<file path="config.mk">
export PLATFORM = sky130hd
export DESIGN_NAME = edge_capture_unit
export DESIGN_NICKNAME = d
export VERILOG_FILES = /design/src/rtl/edge_cap_pkg.sv /design/src/rtl/edge_cap_sync.sv /design/src/rtl/edge_cap_detect.sv /design/src/rtl/edge_cap_flag.sv /design/src/rtl/edge_capture_unit.sv
export SDC_FILE = /design/constraint.sdc
export NUM_CORES = 1
export LEC_CHECK = 0
export ABC_AREA = 1
export CAP_MARGIN = 40
export CORE_MARGIN = 5
export CORE_UTILIZATION = 44
export DETAILED_ROUTE_END_ITERATION = 8
export GPL_TIMING_DRIVEN = 0
export PLACE_DENSITY = 0.95
export SLEW_MARGIN = 20
export SYNTH_ARGS = -nofsm -noshare
export SYNTH_HDL_FRONTEND = slang
export SYNTH_SLANG_ARGS = --single-unit
export TNS_END_PERCENT = 30
</file>
<file path="constraint.sdc">
create_clock -name clk_i -period 2.1 [get_ports clk_i]
set_input_delay 0.315 -clock clk_i [delete_from_list [all_inputs] [get_ports clk_i]]
set_output_delay 0.315 -clock clk_i [all_outputs]
set_load 0.03 [all_outputs]
</file>
<file path="src/rtl/edge_cap_pkg.sv">
package edge_cap_pkg;

    localparam int unsigned SYNC_DEPTH = 2;

    typedef struct packed {
        logic func_en;
        logic rise_en;
        logic fall_en;
        logic irq_en;
    } cap_ctrl_t;

    typedef struct packed {
        logic rise;
        logic fall;
    } edge_ev_t;

    function automatic logic capture_hit(input cap_ctrl_t c, input edge_ev_t e);
        return c.func_en && ((c.rise_en && e.rise) || (c.fall_en && e.fall));
    endfunction

endpackage

</file>
<file path="src/rtl/edge_cap_sync.sv">
module edge_cap_sync #(
    parameter int unsigned STAGES = 2
) (
    input  logic clk_i,
    input  logic rst_i,
    input  logic d_i,
    output logic q_o
);
    localparam int unsigned LAST = STAGES - 1;

    logic [LAST:0] chain_q;

    generate
        for (genvar g = 0; g < STAGES; g++) begin : g_stage
            if (g == 0) begin : g_first
                always_ff @(posedge clk_i) begin
                    if (rst_i) chain_q[0] <= 1'b0;
                    else       chain_q[0] <= d_i;
                end
            end else begin : g_next
                always_ff @(posedge clk_i) begin
                    if (rst_i) chain_q[g] <= 1'b0;
                    else       chain_q[g] <= chain_q[g-1];
                end
            end
        end
    endgenerate

    assign q_o = chain_q[LAST];
endmodule

</file>
<file path="src/rtl/edge_cap_detect.sv">
module edge_cap_detect
    import edge_cap_pkg::*;
(
    input  logic     clk_i,
    input  logic     rst_i,
    input  logic     level_i,
    output edge_ev_t ev_o
);
    logic prev_q;

    always_ff @(posedge clk_i) begin
        if (rst_i) prev_q <= 1'b0;
        else       prev_q <= level_i;
    end

    always_comb begin
        ev_o.rise = level_i & ~prev_q;
        ev_o.fall = ~level_i & prev_q;
    end
endmodule

</file>
<file path="src/rtl/edge_cap_flag.sv">
module edge_cap_flag (
    input  logic clk_i,
    input  logic rst_i,
    input  logic set_i,
    input  logic clr_i,
    output logic flag_o
);
    logic flag_q;

    // set wins over a clear on the same edge
    always_ff @(posedge clk_i) begin
        if (rst_i)      flag_q <= 1'b0;
        else if (set_i) flag_q <= 1'b1;
        else if (clr_i) flag_q <= 1'b0;
    end

    assign flag_o = flag_q;
endmodule

</file>
<file path="src/rtl/edge_capture_unit.sv">
module edge_capture_unit
    import edge_cap_pkg::*;
#(
    parameter int unsigned CNT_W = 32
) (
    input  logic             clk_i,
    input  logic             rst_i,
    input  logic [CNT_W-1:0] count_i,
    input  logic             pin_i,
    input  logic             func_en_i,
    input  logic             rise_en_i,
    input  logic             fall_en_i,
    input  logic             irq_en_i,
    input  logic             flag_clr_i,
    output logic [CNT_W-1:0] cap_o,
    output logic             flag_o,
    output logic             irq_o
);
    cap_ctrl_t        ctrl;
    edge_ev_t         ev;
    logic             pin_sync;
    logic             load;
    logic             flag_set;
    logic [CNT_W-1:0] cap_q;

    always_comb begin
        ctrl.func_en = func_en_i;
        ctrl.rise_en = rise_en_i;
        ctrl.fall_en = fall_en_i;
        ctrl.irq_en  = irq_en_i;
    end

    edge_cap_sync #(.STAGES(SYNC_DEPTH)) u_sync (
        .clk_i (clk_i),
        .rst_i (rst_i),
        .d_i   (pin_i),
        .q_o   (pin_sync)
    );

    edge_cap_detect u_detect (
        .clk_i   (clk_i),
        .rst_i   (rst_i),
        .level_i (pin_sync),
        .ev_o    (ev)
    );

    assign load     = capture_hit(ctrl, ev);
    assign flag_set = load & ctrl.irq_en;

    always_ff @(posedge clk_i) begin
        if (rst_i)     cap_q <= '0;
        else if (load) cap_q <= count_i;
    end

    edge_cap_flag u_flag (
        .clk_i  (clk_i),
        .rst_i  (rst_i),
        .set_i  (flag_set),
        .clr_i  (flag_clr_i),
        .flag_o (flag_o)
    );

    assign cap_o = cap_q;
    assign irq_o = flag_o & ctrl.irq_en;
endmodule

</file>
* Word level (Yosys, flattened, before mapping)
Cells that the tools add are included.
Cells by class: reductions and logical operators 5, bitwise logic cells 6, multiply operators 0, equal/unequal tests 0, divide/modulo/power cells 0, muxes and demuxes 2, add/sub/neg operators 0, order comparisons 0, shift operators 0
Operator list (count):
- 1-bit AND | 4
- 1-bit logical AND | 3
- 1-bit two-way mux | 2
- 1-bit inverter | 2
- 2-bit nonzero test | 1
- 1-bit logical OR | 1
Storage, ports and cells: word-level logic and storage cells 18, ROM bits 0, memories 0, memory bits (writable) 0, bits in registers 36, bits in latches 0

* Depth between registers and ports, before layout
Gate-level depths: netlist (run 1).
word-level depth 7, mapped depth 8

* Cells and area by module
Synthesis (run 1) repeated with hierarchy kept, for this count alone.
Second synthesis, totals: cell total of the unflattened synthesis 233, area, all modules 1704.1 µm²
By module, submodules not included:
- edge_capture_unit | instances 1, area each 1570.3 µm², cells each 216
- edge_cap_sync | instances 1, area each 55.1 µm², cells each 6
- edge_cap_flag | instances 1, area each 40.0 µm², cells each 5
- edge_cap_detect | instances 1, area each 38.8 µm², cells each 6

* Worst setup path after synthesis (run 1)
OpenSTA, ideal clock, no wires.
path type flip-flop to output port, start register u_flag.flag_q (netlist: u_flag.flag_o), end output port irq_o, setup slack 1000 ps, stages on the path, launching flop included 3, arrival time 785 ps, path buffers 0, path through dfxtp_1 nand2_1 inv_1
Between the ends: word-level cells in the longest chain between the ends 1
RTL lines:
- from (decl) | RTL line edge_cap_flag.sv:8 | logic flag_q;
- from (signal assigned) | RTL line edge_cap_flag.sv:12 | if (rst_i) flag_q <= 1'b0;
- from (signal assigned) | RTL line edge_cap_flag.sv:13 | else if (set_i) flag_q <= 1'b1;
- from (signal assigned) | RTL line edge_cap_flag.sv:14 | else if (clr_i) flag_q <= 1'b0;
- 1-bit AND | RTL line edge_capture_unit.sv:64 | assign irq_o = flag_o & ctrl.irq_en;
- to (decl) | RTL line edge_capture_unit.sv:17 | output logic irq_o
Every way passes these cells.

* Worst setup path in the final report (run 1)
start input port irq_en_i, end output port irq_o
Between the ends: word-level cells in the longest chain between the ends 1
RTL lines:
- from (decl) | RTL line edge_capture_unit.sv:13 | input logic irq_en_i,
- 1-bit AND | RTL line edge_capture_unit.sv:64
Every way passes these cells.

==> results of run 1 <==
==> kinds of logic after synthesis <==
group,count (synthesis),synth area share [%]
and+or+nand+nor,105,27.81
buffers and inverters,56,16.57
AOI/OAI and AO/OA,33,10.37
DFF,36,45.25
==> flip-flops by register name (all words and copies together) (netlist names) <==
name             count
u_sync.chain_q       1
u_sync.q_o           1
u_flag.flag_o        1
u_detect.prev_q      1
cap_o               32
==> power by group through the flow <==
stage	clock, mW	combinational (mW)	sequential, mW
after floorplan	0	0.101	0.769
after global placement	0	0.268	0.730
after detailed placement	0	0.273	0.731
after CTS	0.393	0.273	0.716
after global routing	0.422	0.295	0.718
final	0.382	0.271	0.715
==> synthesized netlist by cell type <==
cell       n  area (um^2)
buf_2      7        35.03
clkbuf_1   4        15.01
a21oi_1   33        165.2
inv_1     39        146.4
nand3_2    1        10.01
nand2_1   35        131.4
dfxtp_1   36        720.7
buf_6      6        67.56
nand3_1   34        170.2
nor2_1    35        131.4
==> worst min path at each step <==
stage                                  to  slack (ns)  cells after the start
4_1_cts            cap_o[22]$_SDFFE_PP0P_        0.37                      4
6_report           cap_o[22]$_SDFFE_PP0P_        0.38                      4
3_5_place_dp        u_sync.q_o$_SDFF_PP0_        0.40                      2
2_1_floorplan  u_flag.flag_o$_SDFFE_PP0P_        0.38                      1
3_3_place_gp        u_sync.q_o$_SDFF_PP0_        0.39                      2
5_1_grt            cap_o[23]$_SDFFE_PP0P_        0.38                      4
==> metal layers <==
layer / routed length, um / vias to the layer above
met1: 1778 / 705
met3: 284 / 7
li1: - / 868
met5: 0 / -
met2: 1985 / 50
met4: 59 / 0
==> stage by stage <==
stage               area [um^2]  cells  total power [mW]  utilization [%]
global placement           2371    348            0.9982            69.41
detailed placement         2371    348             1.004            69.41
CTS                        2430    356             1.382            71.14
finish                     2430    356             1.368            71.14
floorplan                  1593    230            0.8699                -
global route               2430    356             1.435            71.14
==> layout make-up <==
| type | count | area [um^2] |
|---|---|---|
| fill | 301 | 985.9 |
| sequential | 36 | 720.7 |
| timing repair buffer | 72 | 720.7 |
| multi-input combinational | 138 | 608.1 |
| inverter | 39 | 146.4 |
| buffer | 17 | 117.6 |
| clock buffer | 8 | 58.81 |
| tap | 46 | 57.56 |
==> worst max-delay path, cell delays in order <==
cell             delay, ns
clkdlybuf4s50_1       0.49
nand2_1               0.06
inv_1                 0.05
clkdlybuf4s50_1       0.65
==> results.toml, run 1 <==
[status]
outcome = "completed"

[floorplanning]
die_x_um = 70.17
die-area_mm2 = 0.004923
num_io_pins = 74
die_h_um = 70.17
start_util_pct = 46.63
rows = 21
core_mm2 = 0.003416

[placed_design]
dp_slack_ns = 0.2170
port_buffers = 72
dp_hpwl_mm = 3.130
routabilityCongestion = 0.7280

[clock_network]
cts_resized = 0
cts_tree = "built"
cts_hold_buffers = 0
cts_setup_buffers = 0
htree_levels = 2
clk_pin_slew_ns = 0.10
cts.sinks = 36
cts_root_buffer = "clkbuf_4"
clockBufferDepth = 2
clock_latency_ns = 0.33
numCtsBuffers = 5

[worst_setup_path]
r2r-end = "cap_o[25]$_SDFFE_PP0P_"
reg2reg_slack_ns = 0.92
crit_fanout = 2
crit_path_start_kind = "input port"
r2r-start = "u_sync.q_o$_SDFF_PP0_"
rr_worst_depth = 8
worst-setup-path-type = "input port to output pin"
worstPathRequired_ns = 1.78
worstSetupEndpointType = "output pin"
crit_path_start = "irq_en_i"
endpoint = "irq_o"
arrival_ns = 1.57

[logic_synthesis]
yosysUniqueCellTypes = 10
ys_seq_elements = 36
yosys_warnings = 0
syn_area_mm2 = 0.001593
avgSynthCellArea_um2 = 6.925
ys_seq_area_share_pct = 45.25
syn_inst = 230
syn_nets = 270

[power]
switchingPower_mw = 0.3620
power_frac_clock_pct = 27.9
seq_power_share_pct = 52.3
p_sw_share_pct = 26.45
power_density_mw_per_mm2 = 563.2
p_int_mw = 1.006
pwr-share-comb_pct = 19.8
worst_ir_drop_vdd_mv = 0.3208
p_leak_nw = 1.089

[timing]
post-route-min-period_ns = 1.884
timing.final.ws_setup_ns = 0.2158
fin_setup_tns_ns = 0
setup_violations = 0
max_freq_ghz = 0.5307
worstMarginPinSlew_ns = 0.4458
hold_violations = 0
slew_violations = 0
period_share_pct = 89.72
rsz0062_at_grt = "false"
clock_skew_ns = 0.005299
holdWs_ns = 0.3805
slew_headroom_pct = 70.28

[grt]
grt_overflow = 0
grt_usage_pct = 17.08
grt_use_met1_pct = 19.24
grt_pass1_wl_mm = 6.900
globalRoute.busiestLayer = "met2"
antenna_found_initial = 0
use_met3_pct = 5.739
grt_max_degree = 11
grt_pass1_vias = 1598
met2_usage_pct = 29.70

[routing]
vias = 1630
drt_iter0_drc = 70
wirelength_mm = 4.107
drtPass1Iterations = 4
viasPerCell = 4.579
ant_nets = 0
drc = 0
wire_per_inst_um = 11.54

[finish]
drive_above_1_share_pct = 6.452
antenna_cells = 0
nNetsFinal = 349
layout_commonest_cell = "clkdlybuf4s50_1"
areaGrowthSynthToFinish_pct = 52.55
most-common-layout-cells = "clkdlybuf4s50_1, inv_1, dfxtp_1"

[hold_path]
hold_path.class = "input port to flip-flop"
hp-start = "func_en_i"

[run]
maxCapViolCount = 0
Note: power is estimated with default switching activity, not from simulation.
==> run 2, diff against run 1 <==
Settings changed: CORE_UTILIZATION 44 to 41, PLACE_DENSITY 0.95 to 0.91.
Clock period 2.1 ns to 2 ns, I/O delays scaled along.
==> run 2 against run 1 <==
Final cell count increased by 0.28%. Hold slack improved by 0.027 ns. Clock power grew 43%. Total power increased by 16%. Worst setup slack lost 0.081 ns. First-iteration DRC count is 11% lower. Global-route usage is essentially flat. Critical endpoint unchanged. Clock-buffer cell count shrank 1. Critical path depth did not move. Flip-flop and latch count did not move. Largest power group unchanged.
==> results.toml, run 2 (synthesis gave the netlist of run 1 again) <==
[status]
outcome = "completed"

[power]
worst_ir_drop_vdd_mv = 0.3462
fin_total_pwr_mw = 1.582
p_leak_nw = 1.107
power_density_mw_per_mm2 = 640.4

[worst_setup_path]
slowest_stage = "clkdlybuf4s50_1"
crit_path_start_kind = "input port"
cpMostUsedCell = "clkdlybuf4s50_1"
path_delay_family = "buffers and inverters"
r2r-start = "u_sync.q_o$_SDFF_PP0_"
worstPathRequired_ns = 1.70
endpoint = "irq_o"
rr_worst_depth = 8
reg2reg_slack_ns = 0.87
cp_num_cells = 4
critPathBufInv = 3
worst-setup-path-type = "input port to output pin"
max_stage_delay_ns = 0.65
crit_path_start = "irq_en_i"
worstSetupEndpointType = "output pin"
crit_fanout = 2
r2r-end = "cap_o[31]$_SDFFE_PP0P_"
arrival_ns = 1.57
path_cells = "clkdlybuf4s50_1 -> nand2_1 -> inv_1 -> clkdlybuf4s50_1"

[timing]
fin_setup_tns_ns = 0
slew_headroom_pct = 69.76
setup_violations = 0
max_freq_ghz = 0.5360
hold_violations = 0
timing.final.ws_setup_ns = 0.1344
slew_violations = 0
rsz0062_at_grt = "false"
worstMarginPinSlew_ns = 0.4536
holdWs_ns = 0.4079
period_share_pct = 93.28
post-route-min-period_ns = 1.866
clock_skew_ns = 0.003001

[placed_design]
dpl_cell_area_mm2 = 0.002374
dp_slack_ns = 0.1341
port_buffers = 72
dp.cells = 350
dp_hpwl_mm = 3.143
routabilityCongestion = 0.7765

[run]
maxCapViolCount = 0

[clock_network]
clk_pin_slew_ns = 0.07
cts.sinks = 36
cts_root_buffer = "clkbuf_8"
clockBufferDepth = 2
cts_hold_buffers = 0
htree_levels = 2
numCtsBuffers = 5
cts_setup_buffers = 0
cts_tree = "built"
cts_resized = 0
clock_latency_ns = 0.28

[floorplanning]
rows = 22
die_h_um = 72.33
die-area_mm2 = 0.005232
start_util_pct = 42.86
die_x_um = 72.33
core_mm2 = 0.003716
num_io_pins = 74

[finish]
nNetsFinal = 349
areaGrowthSynthToFinish_pct = 55.07
most-common-layout-cells = "clkdlybuf4s50_1, inv_1, dfxtp_1"
fin_util_pct = 66.46
final_area_mm2 = 0.002470
largest_reg_flops = 32
fin_cells = 357
antenna_cells = 0
drive_above_1_share_pct = 6.796
layout_commonest_cell = "clkdlybuf4s50_1"

[grt]
grt_pass1_vias = 1550
grt_overflow = 0
grt_pass1_wl_mm = 7.031
antenna_found_initial = 0
grt_usage_pct = 17.09
grt_max_degree = 11

[routing]
wire_per_inst_um = 11.68
ant_nets = 0
vias = 1633
drc = 0
drt_iter0_drc = 62
drtPass1Iterations = 4
wirelength_mm = 4.169
viasPerCell = 4.574

[hold_path]
hold_path.class = "flip-flop to flip-flop"
-- run 2: layout make-up --
type	instances	area (um^2)
Buffer	17	117.6
Tap cell	48	60.06
Clock buffer	7	96.34
Sequential cell	36	720.7
Timing Repair Buffer	72	720.7
Inverter	39	146.4
Fill cell	335	1246
Multi-Input combinational cell	138	608.1
-- run 2: layer usage --
metal / routed length, um / share of wire (%) / vias to the layer above / GRT usage, %
met4: 65 / 1.6 / 0 / 6.889
met2: 2014 / 48 / 52 / 29.52
li1: - / - / 862 / -
met1: 1781 / 43 / 711 / 20.17
met3: 306 / 7.3 / 8 / 4.155
met5: 0 / 0 / - / 0
-- run 2: tightest hold or removal path, stage by stage, from the launching register on --
cell and delay, ns:
dfxtp_1 0.30, inv_1 0.04, nor2_1 0.03
-- run 2: worst min-delay path by stage --
| stage | startpoint | end | slack, ns | depth (start not counted) |
|---|---|---|---|---|
| 6_report | u_sync.chain_q[0]$_SDFF_PP0_ | u_sync.q_o$_SDFF_PP0_ | 0.41 | 2 |
| 3_3_place_gp | u_sync.chain_q[0]$_SDFF_PP0_ | u_sync.q_o$_SDFF_PP0_ | 0.39 | 2 |
| 3_5_place_dp | u_sync.chain_q[0]$_SDFF_PP0_ | u_sync.q_o$_SDFF_PP0_ | 0.40 | 2 |
| 4_1_cts | func_en_i | cap_o[24]$_SDFFE_PP0P_ | 0.41 | 4 |
| 2_1_floorplan | rst_i | u_flag.flag_o$_SDFFE_PP0P_ | 0.37 | 1 |
| 5_1_grt | func_en_i | cap_o[24]$_SDFFE_PP0P_ | 0.42 | 4 |
-- run 2: where the power goes --
| group | switching (mW) | internal (mW) | total (mW) |
|---|---|---|---|
| logic | 0.141 | 0.143 | 0.285 |
| clock network | 0.239 | 0.306 | 0.545 |
| registers | 0.0116 | 0.740 | 0.752 |
| total | 0.392 | 1.19 | 1.58 |
